**config.mk**
```make
export PLATFORM = sky130hd
export DESIGN_NAME = bar_decoder
export DESIGN_NICKNAME = d
export VERILOG_FILES = /design/src/rtl/bar_pkg.sv /design/src/rtl/bar_slot.sv /design/src/rtl/bar_match.sv /design/src/rtl/bar_decoder.sv
export SDC_FILE = /design/constraint.sdc
export NUM_CORES = 1
export LEC_CHECK = 0
export ABC_AREA = 1
export BUFFER_PORTS_ARGS = -buffer_cell sky130_fd_sc_hd__clkbuf_2
export CAP_MARGIN = 20
export CORE_ASPECT_RATIO = 0.8
export CORE_MARGIN = 4
export CORE_UTILIZATION = 45
export DETAILED_ROUTE_END_ITERATION = 6
export PLACE_DENSITY = 0.66
export REMOVE_ABC_BUFFERS = 1
export SKIP_LAST_GASP = 1
export SLEW_MARGIN = 0
export SYNTH_ARGS = -nofsm -noshare
export SYNTH_HDL_FRONTEND = slang
export SYNTH_SLANG_ARGS = --single-unit
```
**constraint.sdc**
```tcl
create_clock -name clk -period 1.26 [get_ports clk]
set_input_delay 0 -clock clk [delete_from_list [all_inputs] [get_ports clk]]
set_output_delay 0 -clock clk [all_outputs]
set_load 0.01 [all_outputs]
```
**src/rtl/bar_pkg.sv**
```systemverilog
package bar_pkg;

  typedef enum logic [1:0] {
    KIND_NONE  = 2'd0,
    KIND_MEM32 = 2'd1,
    KIND_MEM64 = 2'd2,
    KIND_IO    = 2'd3
  } bar_kind_e;

  localparam int ADDR_W = 64;
  localparam int DATA_W = 32;
  localparam int IDX_W  = 6;

  // Region size exponent after applying the minimum for each space type.
  function automatic int eff_log2(input logic [1:0] kind, input int req);
    int r;
    r = req;
    if (kind == KIND_IO) begin
      if (r < 2) r = 2;
    end else if (kind == KIND_MEM32 || kind == KIND_MEM64) begin
      if (r < 7) r = 7;
    end else begin
      r = 0;
    end
    if (r > 63) r = 63;
    return r;
  endfunction

  // Address bits at or above the region size.
  function automatic logic [63:0] region_mask(input int lg);
    logic [63:0] one;
    one = 64'd1;
    return ~((one << lg) - one);
  endfunction

  function automatic logic [31:0] slot_wmask(input logic [1:0] kind, input int lg,
                                             input bit is_upper);
    logic [63:0] m;
    m = region_mask(lg);
    if (is_upper) return m[63:32];
    case (kind)
      KIND_MEM32, KIND_MEM64: return m[31:0] & 32'hFFFF_FFF0;
      KIND_IO:                return m[31:0] & 32'hFFFF_FFFC;
      default:                return 32'h0;
    endcase
  endfunction

  function automatic logic [31:0] slot_fixed(input logic [1:0] kind, input bit pref,
                                             input bit is_upper);
    if (is_upper) return 32'h0;
    case (kind)
      KIND_MEM32: return {28'd0, pref, 2'b00, 1'b0};
      KIND_MEM64: return {28'd0, pref, 2'b10, 1'b0};
      KIND_IO:    return 32'h0000_0001;
      default:    return 32'h0;
    endcase
  endfunction

endpackage

```
**src/rtl/bar_slot.sv**
```systemverilog
module bar_slot
  import bar_pkg::*;
#(
  parameter logic [1:0] KIND     = KIND_NONE,
  parameter int         LOG2     = 0,
  parameter bit         PREF     = 1'b0,
  parameter bit         IS_UPPER = 1'b0
) (
  input  logic        clk,
  input  logic        rst_n,
  input  logic        wr_en,
  input  logic [31:0] wdata,
  output logic [31:0] rdata,
  output logic [31:0] store
);

  localparam int          LG    = eff_log2(KIND, LOG2);
  localparam logic [31:0] WMASK = slot_wmask(KIND, LG, IS_UPPER);
  localparam logic [31:0] FIXED = slot_fixed(KIND, PREF, IS_UPPER);

  always_ff @(posedge clk) begin
    if (!rst_n)     store <= '0;
    else if (wr_en) store <= wdata & WMASK;
  end

  assign rdata = store | FIXED;

  // a slot's contents change only through a configuration write to it.
  assert_slot_hold_R2: assert property (@(posedge clk) disable iff (!rst_n)
    !wr_en |=> $stable(store));

endmodule

```
**src/rtl/bar_match.sv**
```systemverilog
module bar_match
  import bar_pkg::*;
#(
  parameter int                   NSLOT     = 6,
  parameter logic [2*NSLOT-1:0]   SLOT_KIND = '0,
  parameter logic [6*NSLOT-1:0]   SLOT_LOG2 = '0
) (
  input  logic                  clk,
  input  logic                  rst_n,
  input  logic [NSLOT*32-1:0]   store_all,
  input  logic                  mem_en,
  input  logic                  io_en,
  input  logic                  req_valid,
  input  logic                  req_is_io,
  input  logic [ADDR_W-1:0]     req_addr,
  output logic                  res_valid,
  output logic [NSLOT-1:0]      res_hit,
  output logic                  res_miss
);

  logic [NSLOT*32+31:0] store_ext;
  logic [NSLOT-1:0]     raw_hit;
  logic [NSLOT-1:0]     sel;

  assign store_ext = {32'd0, store_all};

  for (genvar i = 0; i < NSLOT; i++) begin : g_cmp
    localparam logic [1:0]  K      = SLOT_KIND[2*i +: 2];
    localparam int          LG     = eff_log2(K, int'(SLOT_LOG2[6*i +: 6]));
    localparam logic [63:0] MASK   = region_mask(LG);
    localparam bit          IS_IO  = (K == KIND_IO);
    localparam bit          IS_MEM = (K == KIND_MEM32) || (K == KIND_MEM64);
    localparam bit          WIDE   = (K == KIND_MEM64) && (i < NSLOT - 1);

    logic [63:0] base;
    logic        en_ok;

    if (WIDE) begin : g_wide
      assign base = {store_ext[(i+1)*32 +: 32], store_ext[i*32 +: 32]};
    end else begin : g_narrow
      assign base = {32'd0, store_ext[i*32 +: 32]};
    end

    if (IS_IO) begin : g_io
      assign en_ok = io_en && req_is_io;
      assert_io_gate_R8: assert property (@(posedge clk) disable iff (!rst_n)
        res_hit[i] |-> ($past(io_en) && $past(req_is_io)));
    end else if (IS_MEM) begin : g_mem
      assign en_ok = mem_en && !req_is_io;
      assert_mem_gate_R8: assert property (@(posedge clk) disable iff (!rst_n)
        res_hit[i] |-> ($past(mem_en) && !$past(req_is_io)));
    end else begin : g_none
      assign en_ok = 1'b0;
      assert_empty_quiet_R6: assert property (@(posedge clk) disable iff (!rst_n)
        !res_hit[i]);
    end

    assign raw_hit[i] = en_ok && (((req_addr ^ base) & MASK) == 64'd0);
  end

  // Lowest index wins on overlap.
  always_comb begin
    sel = '0;
    for (int i = 0; i < NSLOT; i++) begin
      if (raw_hit[i] && (sel == '0)) sel[i] = 1'b1;
    end
  end

  always_ff @(posedge clk) begin
    if (!rst_n) begin
      res_valid <= 1'b0;
      res_hit   <= '0;
      res_miss  <= 1'b0;
    end else begin
      res_valid <= req_valid;
      res_hit   <= req_valid ? sel : '0;
      res_miss  <= req_valid && (sel == '0);
    end
  end

  assert_hit_onehot_R10: assert property (@(posedge clk) disable iff (!rst_n)
    $onehot0(res_hit));
  assert_result_follows_R10: assert property (@(posedge clk) disable iff (!rst_n)
    req_valid |=> res_valid);
  assert_result_idle_R10: assert property (@(posedge clk) disable iff (!rst_n)
    !res_valid |-> (res_hit == '0 && !res_miss));
  assert_miss_exclusive_R10: assert property (@(posedge clk) disable iff (!rst_n)
    res_valid |-> (res_miss == (res_hit == '0)));

endmodule

```
**src/rtl/bar_decoder.sv**
```systemverilog
module bar_decoder
  import bar_pkg::*;
#(
  parameter int                 NSLOT     = 6,
  // Two bits per slot: 0 empty, 1 mem32, 2 mem64 (lower half), 3 I/O.
  parameter logic [2*NSLOT-1:0] SLOT_KIND = 12'b01_00_11_01_00_10,
  // Six bits per slot: log2 of the region size in bytes.
  parameter logic [6*NSLOT-1:0] SLOT_LOG2 = {6'd20, 6'd0, 6'd5, 6'd7, 6'd0, 6'd12},
  parameter logic [NSLOT-1:0]   SLOT_PREF = 6'b000001
) (
  input  logic                clk,
  input  logic                rst_n,
  input  logic                cfg_wr,
  input  logic                cfg_rd,
  input  logic [IDX_W-1:0]    cfg_idx,
  input  logic [DATA_W-1:0]   cfg_wdata,
  output logic                cfg_rvalid,
  output logic [DATA_W-1:0]   cfg_rdata,
  input  logic                req_valid,
  input  logic                req_is_io,
  input  logic [ADDR_W-1:0]   req_addr,
  output logic                res_valid,
  output logic [NSLOT-1:0]    res_hit,
  output logic                res_miss
);

  localparam logic [IDX_W-1:0]   CMD_IDX   = IDX_W'(1);
  localparam int                 BAR_IDX0  = 4;
  localparam logic [2*NSLOT+1:0] KIND_PREV = {SLOT_KIND, 2'b00};
  localparam logic [6*NSLOT+5:0] LOG2_PREV = {SLOT_LOG2, 6'd0};

  logic [1:0]            cmd_q;   // [0] I/O enable, [1] memory enable
  logic [31:0]           slot_rd [NSLOT];
  logic [NSLOT*32-1:0]   slot_store;
  logic [31:0]           rd_word;

  always_ff @(posedge clk) begin
    if (!rst_n)                          cmd_q <= 2'b00;
    else if (cfg_wr && cfg_idx == CMD_IDX) cmd_q <= cfg_wdata[1:0];
  end

  for (genvar i = 0; i < NSLOT; i++) begin : g_slot
    localparam logic [1:0] PK = KIND_PREV[2*i +: 2];
    localparam bit         UP = (PK == KIND_MEM64);
    localparam logic [1:0] K  = UP ? KIND_MEM64 : SLOT_KIND[2*i +: 2];
    localparam int         LG = UP ? int'(LOG2_PREV[6*i +: 6]) : int'(SLOT_LOG2[6*i +: 6]);

    logic wr_hit;
    assign wr_hit = cfg_wr && (cfg_idx == IDX_W'(BAR_IDX0 + i));

    bar_slot #(
      .KIND     (K),
      .LOG2     (LG),
      .PREF     (SLOT_PREF[i]),
      .IS_UPPER (UP)
    ) u_slot (
      .clk   (clk),
      .rst_n (rst_n),
      .wr_en (wr_hit),
      .wdata (cfg_wdata),
      .rdata (slot_rd[i]),
      .store (slot_store[i*32 +: 32])
    );
  end

  always_comb begin
    rd_word = '0;
    if (cfg_idx == CMD_IDX) rd_word = {30'd0, cmd_q};
    for (int i = 0; i < NSLOT; i++) begin
      if (cfg_idx == IDX_W'(BAR_IDX0 + i)) rd_word = slot_rd[i];
    end
  end

  always_ff @(posedge clk) begin
    if (!rst_n) begin
      cfg_rvalid <= 1'b0;
      cfg_rdata  <= '0;
    end else begin
      cfg_rvalid <= cfg_rd;
      if (cfg_rd) cfg_rdata <= rd_word;
    end
  end

  bar_match #(
    .NSLOT     (NSLOT),
    .SLOT_KIND (SLOT_KIND),
    .SLOT_LOG2 (SLOT_LOG2)
  ) u_match (
    .clk       (clk),
    .rst_n     (rst_n),
    .store_all (slot_store),
    .mem_en    (cmd_q[1]),
    .io_en     (cmd_q[0]),
    .req_valid (req_valid),
    .req_is_io (req_is_io),
    .req_addr  (req_addr),
    .res_valid (res_valid),
    .res_hit   (res_hit),
    .res_miss  (res_miss)
  );

  assert_read_latency_R2: assert property (@(posedge clk) disable iff (!rst_n)
    cfg_rd |=> cfg_rvalid);
  assert_read_idle_R2: assert property (@(posedge clk) disable iff (!rst_n)
    !cfg_rd |=> !cfg_rvalid);
  assert_cmd_reserved_R1: assert property (@(posedge clk) disable iff (!rst_n)
    (cfg_rvalid && $past(cfg_idx) == CMD_IDX) |-> (cfg_rdata[31:2] == 30'd0));

endmodule

```
# Yosys cells after proc, flatten, opt, wreduce, memory -nomap -nowiden
# Index checks and enable logic that the tools add are counted.
[op_classes]
n_eq_ne = 7
mux = 11
n_bitwise = 4
n_reduce_logical = 26
[ops]
columns = ["operator", "n"]
rows = [
  ["64-bit logical NOT", 4],
  ["32-bit 2-to-1 mux", 6],
  ["64-bit by 32-bit XOR with 64-bit output", 3],
  ["64-bit XOR", 1],
  ["6-bit by 3-bit equality test with 1-bit output, second input constant", 4],
  ["1-bit logical AND", 16],
  ["6-bit by 4-bit equality test with 1-bit output, second input constant", 2],
  ["6-bit by 1-bit equality test with 1-bit output, second input constant", 1],
  ["6-bit logical NOT", 1],
  ["5-bit logical NOT", 1],
  ["1-bit 2-to-1 mux", 4],
  ["3-bit logical NOT", 1],
  ["2-bit logical NOT", 1],
  ["2-bit 2-to-1 mux", 1],
  ["2-bit AND reduction", 1],
  ["1-bit logical NOT", 1],
]
[totals]
regBits = 159
input_bits = 108
elab_cells = 60

# Longest topological paths before layout
[logic_depth]
word_depth = 15
mapped_depth = 11

# Modules after synthesis
# A second synthesis with hierarchy kept.
[unflattened]
cells_unflattened = 2014
hier_area_um2 = 12226.7
[by_module_without_submodules]
columns = ["module", "n_inst", "cells_each", "area_each_um2", "seq_area_each_um2"]
rows = [
  ["bar_decoder", 1, 450, 2890.3, 700.7],
  ["bar_match", 1, 556, 2402.3, 120.1],
  ["bar_slot (g_slot[1].u_slot)", 1, 234, 1575.3, 640.6],
  ["bar_slot (g_slot[3].u_slot)", 1, 210, 1453.9, 540.5],
  ["bar_slot (g_slot[2].u_slot)", 1, 199, 1365.1, 500.5],
  ["bar_slot (g_slot[0].u_slot)", 1, 172, 1168.6, 400.4],
  ["bar_slot (g_slot[5].u_slot)", 1, 128, 887.1, 240.2],
  ["bar_slot (g_slot[4].u_slot)", 1, 65, 484.2, 0.0],
]

# Least setup slack after synthesis
# Ideal clock, no wire load.
[synth_timing]
kind = "flip-flop to flip-flop"
start = "reg cmd_q[1]"
end = "reg u_match.res_hit[5]"
setup_time_ns = 0.112
arrival_time_ns = 1.038
required_ns = 1.148
path_slack_ns = 0.110
path_stages_with_launch = 10
path_cell_list = "dfxtp_1 -> inv_1 -> nor3_1 -> nand2_1 -> nor2_1 -> nand2_1 -> nor2_1 -> nand2_1 -> nand3_1 -> nor2_1"
[synth_via]
elab_chain_len = 12
word_cells_on_any_way = 14
cone_classes = "mux: 4; reduce/logical: 10"
[synth_rtl]
columns = ["element", "line_no", "source"]
rows = [
  ["start: declaration", "bar_decoder.sv:32", "logic [1:0] cmd_q;"],
  ["start signal: assignment", "bar_decoder.sv:39", "else if (cfg_wr && cfg_idx == CMD_IDX) cmd_q <= cfg_wdata[1:0];"],
  ["1-bit logical AND (*)", "bar_match.sv:49", "assign en_ok = mem_en && !req_is_io;"],
  ["1-bit logical AND", "bar_match.sv:58", "assign raw_hit[i] = en_ok && (((req_addr ^ base) & MASK) == 64'd0);"],
  ["1-bit 2-to-1 mux", "bar_match.sv:65", "if (raw_hit[i] && (sel == '0)) sel[i] = 1'b1;"],
  ["2-bit logical NOT", "bar_match.sv:65", ""],
  ["1-bit logical AND", "bar_match.sv:65", ""],
  ["1-bit 2-to-1 mux", "bar_match.sv:65", ""],
  ["3-bit logical NOT", "bar_match.sv:65", ""],
  ["1-bit logical AND", "bar_match.sv:65", ""],
  ["1-bit 2-to-1 mux", "bar_match.sv:65", ""],
  ["5-bit logical NOT", "bar_match.sv:65", ""],
  ["1-bit logical AND (*)", "bar_match.sv:65", ""],
  ["1-bit 2-to-1 mux (*)", "bar_match.sv:65", ""],
  ["end signal: assignment", "bar_match.sv:76", "res_hit <= req_valid ? sel : '0;"],
  ["end: declaration", "bar_match.sv:17", "output logic [NSLOT-1:0] res_hit,"],
]
# Mark *: on every way between the ends. The rest lies on a longest branch, timed or not.
# A chain may end at the register's enable or synchronous reset.

# Worst setup path after layout
[layout_timing]
start = "reg g_slot[2].u_slot.store[28]"
end = "reg u_match.res_hit[5]"
[layout_via]
elab_chain_len = 11
[layout_rtl]
columns = ["element", "line_no", "source"]
rows = [
  ["start: declaration", "bar_slot.sv:14", "output logic [31:0] store"],
  ["start signal: assignment", "bar_slot.sv:23", "else if (wr_en) store <= wdata & WMASK;"],
  ["64-bit by 32-bit XOR with 64-bit output (*)", "bar_match.sv:58", ""],
  ["64-bit logical NOT (*)", "bar_match.sv:58", ""],
  ["1-bit logical AND (*)", "bar_match.sv:58", ""],
  ["1-bit logical AND (*)", "bar_match.sv:65", ""],
  ["1-bit 2-to-1 mux (*)", "bar_match.sv:65", ""],
  ["3-bit logical NOT", "bar_match.sv:65", ""],
  ["1-bit logical AND", "bar_match.sv:65", ""],
  ["1-bit 2-to-1 mux", "bar_match.sv:65", ""],
  ["5-bit logical NOT (*)", "bar_match.sv:65", ""],
  ["1-bit logical AND (*)", "bar_match.sv:65", ""],
  ["1-bit 2-to-1 mux (*)", "bar_match.sv:65", ""],
]
# Marked as above.

==> reports/summary.txt <==
status - finished with violations
violations in the final reports - setup timing
initial antenna violation count - 1
crit share post-route - 107%
Post-DP HPWL - 26.2 mm
Adder-Cell Fraction of Synth Area - 0%
Sink Count - 157
worst setup slack after layout - -0.0823 ns
combinational power share - 12.2%
mux cell area share after synthesis - 0%
Crit-path slowest cell - dfxtp_2
simple-gate area share of the yosys netlist - 26.1%
nets@finish - 1,731
final setup vio count - 4
CP endpoint kind - register
R2R Setup Slk - -0.08 ns
WHS Endpoint - g_slot[3].u_slot.store[24]
first-pass GRT wire length - 53.1 mm
io pins - 149
Worst Max-Slew Pin Slew - 0.723 ns
Clk network pwr share - 46.0%
initial drt markers - 1,282
CP top delay family - simple AND/OR/NAND/NOR gates
synth warn - 0
Sw Pwr - 3.21 mW
Hold WC Path Type - primary input to register
MaxCap Viol Count - 0
DR pass1 iterations - 7
startpoint types - register
Gate Count Post-Synth - 1,306
worst path required time - 1.58 ns
fin. max-slew vios - 0
hold_sp - cfg_wr
Netlist cell types - 37
sequential power share - 41.8%
port buffer count - 141
FMAX - 745 MHz
Seq/Total Area, Yosys - 37.4%
switching share of power - 26.6%
peak supply drop - 0.764 mV
Starting Density - 46.0%
Std-Cell Core Area - 0.0183 mm^2
Mapped Avg Cell Area - 6.44 um^2
most frequent CP cell - nand2_2
clk_skew - 0.0101 ns
overall routed net length - 35.2 mm
TritonCTS buffer count - 17
Cell Pwr Density - 1020 mW/mm^2
RePlAce Congestion - 1.03
Rel. slew slack - 51.7%
worst-case clock buffer depth - 2
DRC violations left - 0
reg2reg start - g_slot[2].u_slot.rdata[28]
crit path time final - 1.34 ns
Worst Path Max Fanout - 2
Async SR Flop Fraction - 0%
die height - 130 um
via count - 10.0k
ANT cells - 0
worst skew pair latency - 0.43 ns
Post-Layout Cell Count - 1,889
vias per inst - 5.31
DR WL/cell - 18.6 um
cell area after synthesis - 0.00841 mm^2
final core occ - 64.9%
Synth Area in Compound Gates - 22.4%
Total GRT Usage - 33.3%
Synth-to-Final Area Change - 41.0%
H-tree Lvls - 4
most common flop cell mapped by yosys - dfxtp_1
Lkg Pwr - 5.35 nW
clk root buf - clkbuf_16
R2R depth - 11
largest family of logic cells by synthesized area - simple AND/OR/NAND/NOR gates
critical path class - register to register
hold depth - 4
die footprint - 0.0210 mm^2
largest net degree at the start of global routing - 42
final-report hold violation count - 0
DP Cell Count - 1,821
vias in the first global route - 9,421
number of synthesized flops with an enable pin - 0
TritonCTS clock tree - yes
RSZ-0062 raised after global routing - true
Crit path largest cell delay - 0.32 ns
Internal - 8.88 mW
GR Overflow Total - 0
Critical R2R Capture - u_match.res_hit[5]
Row Count - 44
Final ANT Viol Nets - 0
setup TNS - -0.266 ns
Die Wd - 161 um
CP cell instances - buf_6 -> nand2_2 -> nand2_1 -> nor2_2 -> nand2_1 -> nor2_2 -> nand2_2 -> nor2_4 -> nand2_2 -> nand3_2 -> nor2_1
crit path DAT - 1.67 ns
register bit total from synthesis - 157
XOR/XNOR Fraction of Synth Area - 2.60%
CP bufs+invs - 1
share of cells above drive strength 1 - 30.4%
Worst-path clk slew - 0.06 ns
[metrics by stage]
stage | hold slack [ns] | total power, mW | setup slack [ns] | cell area (um^2)
floorplan | 0.0935 | 5.67 | -0.0751 | 8080
global placement | 0.231 | 6.45 | -0.174 | 10600
detailed placement | 0.241 | 6.46 | -0.203 | 10600
CTS | 0.0215 | 12.0 | -0.125 | 11600
global route | 0.0366 | 12.4 | -0.184 | 11900
finish | 0.0487 | 12.1 | -0.0823 | 11900
[final cells by class]
class                           count  area, um^2
Clock inverter                     12         161
Fill cell                        1718        6420
Timing Repair Buffer              355        2540
Sequential cell                   157        3200
Clock buffer                       20         467
Tap cell                          253         317
Inverter                          169         637
Multi-Input combinational cell    923        4530
[synthesized netlist by cell type (5+ instances only)]
cell type	number	area, um^2
nand3_1	35	175
inv_1	162	608
xnor2_1	21	184
nor2_1	142	533
inv_2	5	18.8
buf_6	7	78.8
o22ai_1	11	68.8
nand2_1	326	1220
clkbuf_1	24	90.1
dfxtp_1	157	3140
o21ai_1	15	75.1
o21ai_0	196	981
nand4_1	7	43.8
buf_2	15	75.1
a21oi_1	141	706
[worst reg2reg max path: stages (launching register included)]
cell     delay, ns
dfxtp_2       0.32
buf_6         0.11
nand2_2       0.04
nand2_1       0.05
nor2_2        0.12
nand2_1       0.08
nor2_2        0.13
nand2_2       0.09
nor2_4        0.10
nand2_2       0.06
nand3_2       0.09
nor2_1        0.04
[worst max path at each step]
stage,start,to,slack (ns),cells past startpoint
6_report,g_slot[2].u_slot.rdata[28],u_match.res_hit[5],-0.08,11
5_1_grt,g_slot[0].u_slot.store[16],u_match.res_hit[5],-0.18,11
4_1_cts,g_slot[2].u_slot.rdata[28],u_match.res_hit[5],-0.13,11
3_5_place_dp,g_slot[1].u_slot.rdata[17],u_match.res_hit[5],-0.20,11
3_3_place_gp,cfg_idx[5],g_slot[2].u_slot.rdata[28],-0.17,8
2_1_floorplan,cfg_idx[5],g_slot[5].u_slot.rdata[20],-0.08,7
[layout by cell type (no fill, tap or decap), drive strengths merged]
cell type and instances:
conb 2, nor3 3, nand2 329, dlygate4sd3 34, nand4 7, o211ai 4
o21ai 211, clkinvlp 3, a41oi 1, o22ai 11, or2 1, nor2 148
clkbuf 160, dfxtp 157, bufinv 3, inv 169, clkinv 6, a21oi 141
xor2 4, a31oi 1, xnor2 21, nand3 39, buf 181
[metal layers]
layer	part of all wire [%]	GRT usage [%]	vias up	routed length, um
met5	0.028	0	-	10
met3	12	9.63	72	4160
li1	-	-	4821	-
met2	42	49.9	560	14700
met4	3.0	11.5	2	1060
met1	43	46.1	4585	15300
[power by group through the flow]
stage	registers, mW	logic, mW	clock network, mW
6_report	5.05	1.48	5.56
5_1_grt	5.05	1.59	5.80
4_1_cts	5.05	1.40	5.56
3_5_place_dp	5.16	1.30	0
3_3_place_gp	5.16	1.29	0
2_1_floorplan	5.17	0.496	0
[registers in the layout, summed over array words and instances, names as in the netlist]
register	cells
cfg_rdata	32
cfg_rvalid	1
cmd_q	2
g_slot.u_slot.rdata	69
g_slot.u_slot.store	47
u_match.res_hit	4
u_match.res_miss	1
u_match.res_valid	1
[repair_timing]
| item | 4_1_cts | 5_1_grt |
|---|---|---|
| setup buffers | 0 | 2 |
| pin swaps | 17 | 59 |
| resized for setup | 38 | 102 |
| hold buffers | 34 | 0 |
| endpoints found under the setup margin | 5 | 10 |
| hold endpoints to repair | 120 | 0 |
[kinds of logic after synthesis]
group                  Yosys count
other                            1
AO/OA/AOI/OAI                  369
AND/OR/NAND/NOR                527
XOR/XNOR                        25
flip-flops                     157
buffers and inverters          227
Note: power is estimated with default switching activity, not from simulation.
